<file path="src/rtl/irqc_pkg.sv">
// Shared constants for the banked interrupt controller.
// Assumes 32 sources per group and a 32-bit register port.
package irqc_pkg;
    localparam int SRC_W       = 32;
    localparam int IDX_W       = $clog2(SRC_W);
    localparam int BANK_BYTES  = 24;
    // Word index inside a group window (byte offset >> 2).
    localparam logic [2:0] W_STATUS = 3'd0;
    localparam logic [2:0] W_ENABLE = 3'd1;
    localparam logic [2:0] W_SET    = 3'd2;
    localparam logic [2:0] W_CLEAR  = 3'd3;
    localparam logic [2:0] W_POL    = 3'd4;
    localparam logic [2:0] W_MODE   = 3'd5;

    // Reset value of a group's trigger-mode register.
    function automatic logic [SRC_W-1:0] mode_reset(input int bank);
        return (bank == 0) ? 32'h0000_E000 : 32'h0;
    endfunction
endpackage

</file>
<file path="src/rtl/irqc_sync.sv">
// Two-flop synchronizer for a vector of asynchronous inputs.
// Assumes each bit is independent; no multi-bit coherency is implied.
module irqc_sync #(
    parameter int W = 32
) (
    input  logic         clk,
    input  logic         rst_n,
    input  logic [W-1:0] d_i,
    output logic [W-1:0] q_o
);
    logic [W-1:0] meta;

    // Capture the inputs, then retime once more.
    always_ff @(posedge clk) begin
        if (!rst_n) begin
            meta <= '0;
            q_o  <= '0;
        end else begin
            meta <= d_i;
            q_o  <= meta;
        end
    end
endmodule

</file>
<file path="src/rtl/irqc_ffs.sv">
// Lowest-set-bit finder.
// Assumes the caller qualifies the index with its own nonzero flag.
module irqc_ffs #(
    parameter int W = 32,
    localparam int IW = $clog2(W)
) (
    input  logic [W-1:0]  vec_i,
    output logic [IW-1:0] idx_o
);
    // Scan from the top so the lowest set bit wins.
    always_comb begin
        idx_o = '0;
        for (int i = W - 1; i >= 0; i--) begin
            if (vec_i[i]) idx_o = IW'(i);
        end
    end
endmodule

</file>
<file path="src/rtl/irqc_bank.sv">
// One group of 32 sources: synchronizer, trigger detection, latched
// status, enable, polarity and trigger-mode registers, request output
// and lowest-index finder.
// Assumes the top asserts wr_en only for this group's window.
module irqc_bank
    import irqc_pkg::*;
#(
    parameter int BANK_IDX = 0
) (
    input  logic             clk,
    input  logic             rst_n,
    input  logic [SRC_W-1:0] src_i,
    input  logic             wr_en,
    input  logic [2:0]       word_i,
    input  logic [SRC_W-1:0] wdata_i,
    output logic [SRC_W-1:0] rdata_o,
    output logic             irq_o,
    output logic [IDX_W-1:0] first_o
);
    logic [SRC_W-1:0] s_now, s_prev;
    logic [SRC_W-1:0] enable, pol, mode, lat;
    logic [SRC_W-1:0] active, edge_ev, status, pend;
    logic [SRC_W-1:0] set_m, clr_m;
    logic             wr_set, wr_clr, wr_enable;

    irqc_sync #(.W(SRC_W)) u_sync (
        .clk   (clk),
        .rst_n (rst_n),
        .d_i   (src_i),
        .q_o   (s_now)
    );

    // Hold the previous synchronized sample for edge detection.
    always_ff @(posedge clk) begin
        if (!rst_n) s_prev <= '0;
        else        s_prev <= s_now;
    end

    assign wr_set    = wr_en && (word_i == W_SET);
    assign wr_clr    = wr_en && (word_i == W_CLEAR);
    assign wr_enable = wr_en && (word_i == W_ENABLE);
    assign set_m     = wr_set ? wdata_i : '0;
    assign clr_m     = wr_clr ? wdata_i : '0;

    // Apply polarity, then pick the matching transition direction.
    always_comb begin
        active  = ~(s_now ^ pol);
        edge_ev = (pol & s_now & ~s_prev) | (~pol & ~s_now & s_prev);
    end

    // Configuration registers written from the port.
    always_ff @(posedge clk) begin
        if (!rst_n) begin
            enable <= '0;
            pol    <= '1;
            mode   <= mode_reset(BANK_IDX);
        end else if (wr_en) begin
            if (word_i == W_ENABLE) enable <= wdata_i;
            if (word_i == W_POL)    pol    <= wdata_i;
            if (word_i == W_MODE)   mode   <= wdata_i;
        end
    end

    // Latched requests: software sets, edge events, acknowledged by clear.
    always_ff @(posedge clk) begin
        if (!rst_n) lat <= '0;
        else        lat <= (lat & ~clr_m) | set_m | (mode & edge_ev);
    end

    assign status = lat | (~mode & active);
    assign pend   = status & enable;
    assign irq_o  = |pend;

    irqc_ffs #(.W(SRC_W)) u_ffs (
        .vec_i (pend),
        .idx_o (first_o)
    );

    // Register read selection; set and clear read as zero.
    always_comb begin
        unique case (word_i)
            W_STATUS: rdata_o = status;
            W_ENABLE: rdata_o = enable;
            W_POL:    rdata_o = pol;
            W_MODE:   rdata_o = mode;
            default:  rdata_o = '0;
        endcase
    end

    // reported index names a pending enabled source.
    a_r9_first_pending: assert property (@(posedge clk) disable iff (!rst_n)
        irq_o |-> pend[first_o]);
    // no lower-numbered source is pending.
    a_r9_first_lowest: assert property (@(posedge clk) disable iff (!rst_n)
        irq_o |-> ((pend & ((32'd1 << first_o) - 32'd1)) == '0));
    // cleared bits drop unless a fresh edge arrived the same cycle.
    a_r6_clear_drops: assert property (@(posedge clk) disable iff (!rst_n)
        wr_clr |=> ((lat & $past(wdata_i & ~(mode & edge_ev))) == '0));
    // set bits appear in status on the next cycle.
    a_r7_set_forces: assert property (@(posedge clk) disable iff (!rst_n)
        wr_set |=> ((status & $past(wdata_i)) == $past(wdata_i)));
    // enable changes only through its own offset.
    a_r2_enable_holds: assert property (@(posedge clk) disable iff (!rst_n)
        !wr_enable |=> $stable(enable));
endmodule

</file>
<file path="src/rtl/banked_irq_ctrl.sv">
// Banked interrupt controller top: decodes the 24-byte group windows,
// instantiates one group per bank and multiplexes read data.
// Assumes a single-cycle port; read data is combinational from the address.
module banked_irq_ctrl
    import irqc_pkg::*;
#(
    parameter int NUM_BANKS = 5,
    parameter int ADDR_W    = 8,
    localparam int SRC_TOTAL = NUM_BANKS * SRC_W
) (
    input  logic                       clk,
    input  logic                       rst_n,
    input  logic [SRC_TOTAL-1:0]       src_i,
    input  logic [ADDR_W-1:0]          bus_addr,
    input  logic                       bus_we,
    input  logic [31:0]                bus_wdata,
    output logic [31:0]                bus_rdata,
    output logic [NUM_BANKS-1:0]       irq_o,
    output logic [NUM_BANKS*IDX_W-1:0] first_src_o
);
    logic [NUM_BANKS-1:0] sel;
    logic [2:0]           word_sel;
    logic [31:0]          bank_rd [NUM_BANKS];

    // Find which group window the address falls in and the word inside it.
    always_comb begin
        sel      = '0;
        word_sel = '0;
        for (int b = 0; b < NUM_BANKS; b++) begin
            if (int'(bus_addr) >= b * BANK_BYTES &&
                int'(bus_addr) < (b + 1) * BANK_BYTES) begin
                sel[b]   = 1'b1;
                word_sel = 3'((int'(bus_addr) - b * BANK_BYTES) >> 2);
            end
        end
    end

    for (genvar b = 0; b < NUM_BANKS; b++) begin : g_bank
        irqc_bank #(.BANK_IDX(b)) u_bank (
            .clk     (clk),
            .rst_n   (rst_n),
            .src_i   (src_i[b*SRC_W +: SRC_W]),
            .wr_en   (bus_we && sel[b]),
            .word_i  (word_sel),
            .wdata_i (bus_wdata),
            .rdata_o (bank_rd[b]),
            .irq_o   (irq_o[b]),
            .first_o (first_src_o[b*IDX_W +: IDX_W])
        );
    end

    // Return the selected group's register, zero outside the map.
    always_comb begin
        bus_rdata = '0;
        for (int b = 0; b < NUM_BANKS; b++) begin
            if (sel[b]) bus_rdata = bank_rd[b];
        end
    end

    // at most one group window decodes any address.
    a_r2_one_window: assert property (@(posedge clk) disable iff (!rst_n)
        $onehot0(sel));
endmodule

</file>
<file path="config.mk">
export PLATFORM = sky130hd
export DESIGN_NAME = banked_irq_ctrl
export DESIGN_NICKNAME = d
export VERILOG_FILES = /design/src/rtl/irqc_pkg.sv /design/src/rtl/irqc_sync.sv /design/src/rtl/irqc_ffs.sv /design/src/rtl/irqc_bank.sv /design/src/rtl/banked_irq_ctrl.sv
export SDC_FILE = /design/constraint.sdc
export NUM_CORES = 2
export LEC_CHECK = 0
export ABC_AREA = 1
export BUFFER_PORTS_ARGS = -buffer_cell sky130_fd_sc_hd__clkbuf_2
export CAP_MARGIN = 20
export CORE_ASPECT_RATIO = 0.5
export CORE_MARGIN = 2
export CORE_UTILIZATION = 46
export DETAILED_ROUTE_END_ITERATION = 6
export RECOVER_POWER = 100
export SETUP_SLACK_MARGIN = 0.4
export SYNTH_ARGS = -nofsm -noshare
export SYNTH_HDL_FRONTEND = slang
export SYNTH_HIERARCHICAL = 1
export SYNTH_SLANG_ARGS = --single-unit
</file>
<file path="constraint.sdc">
create_clock -name clk -period 5.8 [get_ports clk]
set_input_delay 0.29 -clock clk [delete_from_list [all_inputs] [get_ports clk]]
set_output_delay 0.29 -clock clk [all_outputs]
set_load 0.05 [all_outputs]
</file>
==> impl_metrics.yaml <==
critical_path:
  reg2regPathDepth: 6
  ff2ff_setup_slack_ps: 4380
  cp_max_fo: 34
  path_class: "input port to primary output"
  critPathSlowestCell: "inv_1"
  crit_top_cell: "nand2_1"
  cpLargestDelayFamily: "simple AND/OR/NAND/NOR gates"
  r2r-start: "g_bank[0].u_bank/u_sync/q_o[9]"
  critPathMaxStageDelay_ps: 710
  worstPathCellList: "clkbuf_1 -> inv_1 -> ha_1 -> nand3_1 -> o21ai_0 -> buf_4 -> nand3_1 -> nand4_1 -> nor2_1 -> nand2_1 -> inv_1 -> a21oi_1 -> o221ai_1 -> nand3_1 -> nand2_1 -> nand2_1 -> nand2_1 -> nand2_1 -> nand3_1 -> clkbuf_1"
  crit_required_ps: 5510
  worst_setup_path_start_kind: "input port"
  arrival_ps: 4960
  rr_endpoint: "g_bank[0].u_bank/lat[9]"
  cp-end-kind: "primary output"
  path_buf_inv: 5
power_and_ir_drop:
  switching_share_pct: 27.30
  switchingPower_uw: 4733
  p_per_area_nw_per_um2: 280.6
  clkPwrFrac_pct: 42.3
  combPwrFrac_pct: 11.5
  p_seq_share_pct: 46.1
  peakVddDrop_mv: 0.2725
  internal_power_uw: 12600
  leakage_uw: 0.03084
placement:
  io_buffer_count: 264
  placed_area_sq_um: 56850
  placed_cells: 9038
  dpl.hpwl_mm: 125.1
  gp_congestion: 0.9613
drt:
  dr.pass1.iters: 7
  avgViaCountPerCell: 5.194
  wl_mm: 180.9
  drtIter0Drc: 4968
  via_count: 48780
  wl_per_cell_um: 19.26
  drtAntennaViolNets: 0
  drc: 10
sta:
  finalHoldViolations: 0
  max_clock_freq_mhz: 190.6
  period_needed_ps: 5247
  max_slew_margin_pct: -215.9
  timing.hold.ws_ps: 30.38
  rsz0062_at_grt: "false"
  fin_worst_skew_ps: 37.59
  setup_violations: 0
  finalMaxSlewViolations: 1312
  tns_ps: 0
  post-route-period-util_pct: 90.46
  worst_pin_slew_ps: 4738
cells_and_area:
  nFillCells: 11410
  multi_input_area_sq_um: 23720
  instances_no_fill: 9392
  regArea_sq_um: 22420
  final_cell_mix: "nand2_1 (1718), inv_1 (1628), dfxtp_1 (1120)"
  final_nets: 8255
  drive_above_1_share_pct: 6.373
  final_common_cell: "nand2_1"
  final_area_sq_um: 61780
  synthToLayoutAreaGrowth_pct: 14.43
die:
  core_sq_um: 115800
  io_pins: 265
  fp.dieH_um: 246.3
  core.rowCount: 88
  dieArea_sq_um: 120300
  dieWidth_um: 488.5
  start_util_pct: 46.61
global_routing:
  grt_overflow: 0
  grt_pass1_wl_mm: 269.5
  track_usage_pct: 29.43
  grt_pass1_vias: 43760
  grt_antenna_before_repair: 8
  grt_max_degree: 177
status:
  status: "finished with violations"
  violations: "DRC, capacitance limit, slew limit"
hold_path:
  hold_path.class: "input port to flip-flop"
  worstHoldStart: "rst_n"
  holdPathEnd: "g_bank[4].u_bank/u_sync/q_o[13]"
  hold_path_depth: 3
synthesis:
  synthArstFlopShare_pct: 0
  syn_area_sq_um: 53990
  ys_warn_count: 6
  yosysUniqueCellTypes: 37
  synth.area.top_cells: "dfxtp_1 (42%), nand2_1 (12%), inv_1 (11%)"
  synth.avg_cell_area_sq_um: 7.251
  yosysSeqAreaShare_pct: 41.53
  synthFlopType: "dfxtp_1"
  yosysTopAreaCell: "dfxtp_1"
  syn_nets: 7971
  netlist.area_leader.share_pct: 41.53
  synth-seq-cells: 1120
  synth_edf_count: 0
  netlist_instances: 7446
cts:
  path_clk_slew_ps: 60
  clock_latency_ps: 740
  numCtsBuffers: 102
  cts-root-buf: "clkbuf_16"
  cts_buffer_depth: 3
  clock_sinks: 1120
  postCtsSetupBuffers: 0
  h-tree-depth: 3
  cts_tree: "done"
job:
  drv_cap: 23
## Yosys cell counts (38+ instances only)
library cell,number
nand2_1,1717
ha_1,322
o21bai_1,106
o211ai_1,300
o2111ai_1,50
nor2_1,183
a22oi_1,106
nand3_1,163
inv_1,1620
a21oi_1,460
buf_2,111
o21ai_0,683
a31oi_1,170
buf_6,38
dfxtp_1,1120
clkbuf_1,172
## state kept, by name (all words and copies together) (netlist names)
name                       count
g_bank.u_bank/pol            160
g_bank.u_bank/lat            160
g_bank.u_bank/enable         160
g_bank.u_bank/s_prev         160
g_bank.u_bank/mode           160
g_bank.u_bank/u_sync/q_o     160
g_bank.u_bank/u_sync/meta    160
## worst max-delay path by stage
stage,start,end,slack [ps],cells past startpoint
CTS,bus_addr[3],bus_rdata[20],1040,20
global placement,bus_addr[3],bus_rdata[20],1110,20
detailed placement,bus_addr[3],bus_rdata[20],1060,20
finish,bus_addr[3],bus_rdata[3],550,20
global route,bus_addr[3],bus_rdata[0],370,20
floorplan,bus_addr[3],bus_rdata[2],2010,20
## tightest hold or removal path: stages
cell and delay, ps:
buf_8 240, nand2_1 130, inv_1 40
## through the flow
step | utilization (%) | total power [uW] | setup WS [ps]
after floorplan | - | 9142 | 2007
after global placement | 49.08 | 10020 | 1114
after detailed placement | 49.08 | 10020 | 1061
after CTS | 53.55 | 17410 | 1035
after global routing | 53.33 | 17920 | 365.6
final | 53.34 | 17340 | 553.2
## cell families after synthesis
kind of cell | after synthesis | share of synthesized area [%]
flops | 1120 | 41.53
buf+inv | 1970 | 14.50
compound gates | 1922 | 21.12
simple gates | 2112 | 15.39
fa+ha+maj | 322 | 7.462
## power by group through the flow
stage          Combinational, uW  Sequential, uW  Clock [uW]
5_1_grt                     2130            8010        7780
3_5_place_dp                1850            8170           0
3_3_place_gp                1850            8170           0
4_1_cts                     1950            8000        7460
2_1_floorplan               1020            8120           0
6_report                    2000            8000        7340
## layout make-up
class	instances	area share [%]
Multi-Input combinational cell	4356	38.38
Sequential cell	1120	36.29
Inverter	1646	10.00
Timing Repair Buffer	504	6.335
Clock buffer	144	4.844
Tap cell	1575	3.190
Clock inverter	44	0.9437
Antenna cell	3	0.01215
## metal layers
metal  vias to the layer above  share of wire [%]  global-route usage (%)
met5                         -              0.013                       0
met2                      1789                 39                   40.97
li1                      24210                  -                       -
met3                       242                 10                   8.147
met4                         4                3.0                   8.669
met1                     22540                 47                   43.56
## timing repair
item                       CTS  global route
setup endpoints to repair    0             0
hold buffers               160             0
hold endpoints to repair   160             0
gates resized for setup      0             0
Power figures use the tool's default switching activity.
